--- config.mk ---
export PLATFORM = sky130hd
export DESIGN_NAME = npc_unit
export DESIGN_NICKNAME = d
export VERILOG_FILES = /design/src/rtl/npc_pkg.sv /design/src/rtl/npc_rst_sync.sv /design/src/rtl/npc_cond.sv /design/src/rtl/npc_target.sv /design/src/rtl/npc_ctrl.sv /design/src/rtl/npc_unit.sv
export SDC_FILE = /design/constraint.sdc
export NUM_CORES = 1
export LEC_CHECK = 0
export CAP_MARGIN = 0
export CORE_MARGIN = 2
export CORE_UTILIZATION = 34
export DETAILED_ROUTE_END_ITERATION = 12
export PLACE_DENSITY_LB_ADDON = 0.05
export SYNTH_ARGS = -nofsm -noshare
export SYNTH_HDL_FRONTEND = slang
export SYNTH_SLANG_ARGS = --single-unit
--- constraint.sdc ---
create_clock -name clk -period 1.5 [get_ports clk]
set_input_delay 0.3 -clock clk [delete_from_list [all_inputs] [get_ports clk]]
set_output_delay 0.3 -clock clk [all_outputs]
set_load 0.01 [all_outputs]
--- src/rtl/npc_pkg.sv ---
`timescale 1ns/1ps
package npc_pkg;
  typedef enum logic [2:0] {
    FLOW_SEQ  = 3'd0,
    FLOW_JMP  = 3'd1,
    FLOW_NEG  = 3'd2,
    FLOW_POS  = 3'd3,
    FLOW_ZERO = 3'd4,
    FLOW_HALT = 3'd5,
    FLOW_RSV6 = 3'd6,
    FLOW_RSV7 = 3'd7
  } flow_e;

  typedef enum logic {
    ST_RUN  = 1'b0,
    ST_PARK = 1'b1
  } run_state_e;
endpackage

--- src/rtl/npc_rst_sync.sv ---
`timescale 1ns/1ps
module npc_rst_sync #(
  parameter int STAGES = 2
) (
  input  logic clk,
  input  logic rst_n,
  output logic rst_ok
);
  logic [STAGES-1:0] chain_q;

  always_ff @(posedge clk or negedge rst_n) begin
    if (!rst_n) chain_q <= '0;
    else        chain_q <= {chain_q[STAGES-2:0], 1'b1};
  end

  assign rst_ok = chain_q[STAGES-1];
endmodule

--- src/rtl/npc_cond.sv ---
`timescale 1ns/1ps
module npc_cond
  import npc_pkg::*;
#(
  parameter int XLEN = 32
) (
  input  flow_e            kind,
  input  logic [XLEN-1:0]  tst,
  output logic             use_ofs,
  output logic             is_halt
);
  logic sign_set;
  logic all_zero;
  logic strictly_pos;

  assign sign_set     = tst[XLEN-1];
  assign all_zero     = (tst == '0);
  assign strictly_pos = !sign_set && !all_zero;

  always_comb begin
    use_ofs = 1'b0;
    is_halt = 1'b0;
    unique case (kind)
      FLOW_JMP:  use_ofs = 1'b1;
      FLOW_NEG:  use_ofs = sign_set;
      FLOW_POS:  use_ofs = strictly_pos;
      FLOW_ZERO: use_ofs = all_zero;
      FLOW_HALT: is_halt = 1'b1;
      default:   use_ofs = 1'b0;
    endcase
  end
endmodule

--- src/rtl/npc_target.sv ---
`timescale 1ns/1ps
module npc_target #(
  parameter int XLEN = 32,
  parameter int STEP = 4
) (
  input  logic [XLEN-1:0] pc,
  input  logic [XLEN-1:0] ofs,
  input  logic            use_ofs,
  output logic [XLEN-1:0] pc_next
);
  localparam logic [XLEN-1:0] STEP_V = XLEN'(STEP);

  logic [XLEN-1:0] addend;

  assign addend  = use_ofs ? ofs : STEP_V;
  assign pc_next = pc + addend;
endmodule

--- src/rtl/npc_ctrl.sv ---
`timescale 1ns/1ps
module npc_ctrl
  import npc_pkg::*;
(
  input  logic clk,
  input  logic rst_ok,
  input  logic adv,
  input  logic is_halt,
  input  logic irq,
  output logic pc_en,
  output logic parked
);
  run_state_e state_q, state_d;

  always_comb begin
    state_d = state_q;
    unique case (state_q)
      ST_RUN:  if (adv && is_halt) state_d = ST_PARK;
      ST_PARK: if (irq)            state_d = ST_RUN;
      default: state_d = ST_RUN;
    endcase
  end

  always_ff @(posedge clk or negedge rst_ok) begin
    if (!rst_ok) state_q <= ST_RUN;
    else         state_q <= state_d;
  end

  assign pc_en  = (state_q == ST_RUN) && adv;
  assign parked = (state_q == ST_PARK);
endmodule

--- src/rtl/npc_unit.sv ---
`timescale 1ns/1ps
module npc_unit
  import npc_pkg::*;
#(
  parameter int XLEN        = 32,
  parameter int STEP        = 4,
  parameter int SYNC_STAGES = 2
) (
  input  logic            clk,
  input  logic            rst_n,
  input  logic            adv_i,
  input  logic [2:0]      kind_i,
  input  logic [XLEN-1:0] ofs_i,
  input  logic [XLEN-1:0] tst_i,
  input  logic            irq_i,
  output logic [XLEN-1:0] pc_o,
  output logic            halted_o
);
  logic            rst_ok;
  logic            use_ofs;
  logic            is_halt;
  logic            pc_en;
  logic [XLEN-1:0] pc_q, pc_d;
  flow_e           kind;

  assign kind = flow_e'(kind_i);

  npc_rst_sync #(.STAGES(SYNC_STAGES)) u_rst (
    .clk(clk), .rst_n(rst_n), .rst_ok(rst_ok)
  );

  npc_cond #(.XLEN(XLEN)) u_cond (
    .kind(kind), .tst(tst_i), .use_ofs(use_ofs), .is_halt(is_halt)
  );

  npc_target #(.XLEN(XLEN), .STEP(STEP)) u_tgt (
    .pc(pc_q), .ofs(ofs_i), .use_ofs(use_ofs), .pc_next(pc_d)
  );

  npc_ctrl u_ctrl (
    .clk(clk), .rst_ok(rst_ok), .adv(adv_i), .is_halt(is_halt),
    .irq(irq_i), .pc_en(pc_en), .parked(halted_o)
  );

  always_ff @(posedge clk or negedge rst_ok) begin
    if (!rst_ok)    pc_q <= '0;
    else if (pc_en) pc_q <= pc_d;
  end

  assign pc_o = pc_q;
endmodule

==> impl_metrics.csv <==
group,metric,value,unit
synth,synthArstFlopShare,100,%
cells_and_area,nNetsFinal,721,
synth,synthTopCellsByCount,"nand2_1, nor2b_1, o21ai_0, dfrtp_1, a21oi_1",
timing,skew,6.52,ps
synth,ys_ff_latch,35,
cells_and_area,fillers,829,
clocking,cts_buffers,5,
run_status,status,"complete, but fails checks",
synth,syn-instance-count,382,
place,dp_slack,-3000,ps
cells_and_area,drive_above_1_share,40.4,%
clocking,cts.clk_slew.worst_paths,80,ps
power,powerDensity,1410,nW/um2
timing,max_freq,273,MHz
setup_path,critPathLaunch,"kind_i[0]",
drt,drt_pre_antenna_iters,4,
setup_path,rr_startpoint,"pc_o[0]",
synth,ys_warn_count,0,
synth,syn_nets,485,
synth,synth-edff-count,0,
clocking,cts_hold_buffers,0,
timing,layout_min_cycle_time,3670,ps
run_status,violations,"setup timing",
timing,layout_setup_ws,-2170,ps
setup_path,required,1670,ps
power,p_leak,2.82,nW
timing,finalMaxSlewViolations,0,
synth,syn-cell-area,3200,um2
power,power.total,8.29,mW
setup_path,critical-path-slowest-cell,"clkdlybuf4s50_1",
cells_and_area,post-route-util,63.7,%
synth,synth_most_common_cell,"nand2_1",
drt,drt_iter0_drc,55,
global_routing,grt_max_degree,34,
clocking,cts_tree,"done",
cells_and_area,syn_to_final_growth,82.9,%
setup_path,critPathLaunchType,"input port",
setup_path,path_class,"in2reg",
global_routing,grt_pass1_vias,3569,
global_routing,antenna_found_initial,0,
place,portBuffers,103,
hold_path,hold_class,"in2async",
floorplan,coreArea,9200,um2
setup_path,arrival,3840,ps
clocking,clk_latency,280,ps
drt,postRouteAntennaNets,0,
floorplan,placementRows,35,
timing,setup_violations,32,
global_routing,globalRouteOverflowTotal,0,
global_routing,grt_pass1_wl,16000,um
place,hpwl,7640,um
floorplan,die_area,10200,um2
timing,hold_slack,168,ps
synth,syn_area_per_cell,8.39,um2
power,max-vdd-ir-drop,0.798,mV
drt,vias_per_cell,4.86,
synth,synth-main-ff-cell,"dfrtp_1",
setup_path,worst-r2r-cell-count,11,
clocking,cts_max_path_buffers,2,
setup_path,max_stage_delay,510,ps
setup_path,worst-path-max-fanout,4,
drt,vias,3548,
setup_path,crit_path_cell_trace,"clkdlybuf4s50_1, buf_4, a311oi_4, buf_4, nor2b_2, ha_4, fa_2, a21oi_4, o221ai_4, a211oi_4, o31ai_4, o31ai_4, o21ai_1, a21oi_1, xnor2_1, mux2_4",
floorplan,die_h,101,um
cells_and_area,antenna_cells,0,
clocking,clock-root-buffer,"clkbuf_8",
global_routing,grt_usage,19.1,%
clocking,htree_levels,2,
timing,fin_crit_sh,245,%
drt,wl_per_cell,13.4,um
synth,seq_area_frac_synth,27.3,%
floorplan,die_w,101,um
synth,synth_area_leaders,"dfrtp_1, ha_1, nor2b_1",
floorplan,io_pins,104,
synth,synth_largest_area_cell,"dfrtp_1",
synth,synth.distinct_cells,54,
place,gp_congestion,0.874,
job,cap_violations,0,
setup_path,critPathCaptureType,"flip-flop",
drt,drt_wl_total,9790,um
drt,route.detailed.drc,0,
timing,hold_viol,0,
timing,rsz0062_at_grt,"yes",
floorplan,initial_core_util,34.8,%
synth,synth_top_area_share,27.3,%
clocking,cts.sinks,35,
## power by group
| part | switching [mW] | leakage (nW) | internal [mW] |
|---|---|---|---|
| Sequential | 0.295 | 0.435 | 1.36 |
| Combinational | 2.57 | 2.34 | 3.37 |
| Clock | 0.356 | 0.0422 | 0.327 |
## stage by stage
| stage | setup TNS [ps] | std cells | area [um2] |
|---|---|---|---|
| 4_1_cts | -57370 | 718 | 5530 |
| 5_1_grt | -60930 | 730 | 5860 |
| 3_3_place_gp | -74240 | 703 | 5380 |
| 3_5_place_dp | -76820 | 703 | 5380 |
| 2_1_floorplan | -51680 | 382 | 3320 |
| 6_report | -55640 | 730 | 5860 |
## cell type report
cell class | instances | area, um2 | share of cell area, %
multi-input combinational | 323 | 2670 | 45.5
timing repair buffer | 246 | 2070 | 35.3
sequential | 35 | 876 | 14.9
tap | 111 | 139 | 2.37
clock buffer | 7 | 76.3 | 1.30
inverter | 7 | 26.3 | 0.448
clock inverter | 1 | 5.00 | 0.0854
## timing repair
item | 4_1_cts | 5_1_grt
endpoints found under the setup margin | 65 | 33
setup buffers | 9 | 15
pin swaps | 42 | 58
gates resized for setup | 172 | 57
## worst max-delay path, delay by kind of cell
| kind | cells | cell delay [ps] |
|---|---|---|
| AOI/OAI and AO/OA | 8 | 1680 |
| buffers and inverters | 3 | 900 |
| adders and majority gates | 2 | 550 |
| muxes | 1 | 260 |
| xor gates and xnor gates | 1 | 80 |
| and+or+nand+nor | 1 | 50 |
## placed cells by master, fill, tap and decap left out, types with 3 or more instances in the layout
| cell | n |
|---|---|
| nor2b_1 | 29 |
| nand4_1 | 5 |
| clkbuf_8 | 5 |
| nor2_2 | 3 |
| o211ai_1 | 3 |
| dfrtp_1 | 35 |
| xnor2_2 | 5 |
| buf_4 | 129 |
| xor2_1 | 12 |
| xnor2_1 | 11 |
| o21ai_1 | 28 |
| and2_1 | 4 |
| nand2_1 | 36 |
| a31oi_2 | 3 |
| buf_2 | 15 |
| inv_1 | 7 |
| and3_1 | 6 |
| buf_6 | 21 |
| nor4_2 | 6 |
| a21oi_2 | 11 |
| nor2b_2 | 6 |
| nand3_1 | 10 |
| o21ai_0 | 7 |
| dlygate4sd2_1 | 31 |
| clkdlybuf4s15_1 | 8 |
| o21a_1 | 3 |
| nor2_1 | 10 |
| a21o_1 | 17 |
| o21ai_2 | 4 |
| mux2_4 | 5 |
| a21oi_1 | 21 |
| ha_1 | 26 |
| ha_4 | 5 |
| clkdlybuf4s50_1 | 38 |
## cell families (layout without fill, tap and decap cells)
kind of cell,Yosys count,count (layout),synth area share (%)
AOI/OAI and AO/OA,120,120,24.3
xor gates and xnor gates,30,30,8.20
adders and majority gates,32,32,12.7
buffers and inverters,24,261,2.97
DFF,35,35,27.3
muxes,7,7,2.38
other,1,1,0.117
and+or+nand+nor,133,133,21.9
## sequential cells by signal (all words and copies together) (netlist names)
signal / cells
u_ctrl.parked: 1
pc_o: 32
u_rst.chain_q: 2
## path summary, 6_finish.rpt
check,end,slack [ps]
max reg2reg,pc_o[28],-1300
min in group clk,u_rst.chain_q[1],360
max,pc_o[28],-2170
max in group asynchronous,pc_o[2],880
min reg2reg,pc_o[14],280
min,u_rst.chain_q[0],170
## layer usage
layer | vias up | global-route usage (%) | routed length, um
met5 | - | 0 | 0
li1 | 1846 | - | -
met2 | 63 | 32.3 | 4730
met3 | 6 | 3.26 | 329
met4 | 0 | 3.22 | 79
met1 | 1633 | 25.8 | 4650
Note: power is estimated with default switching activity, not from simulation.
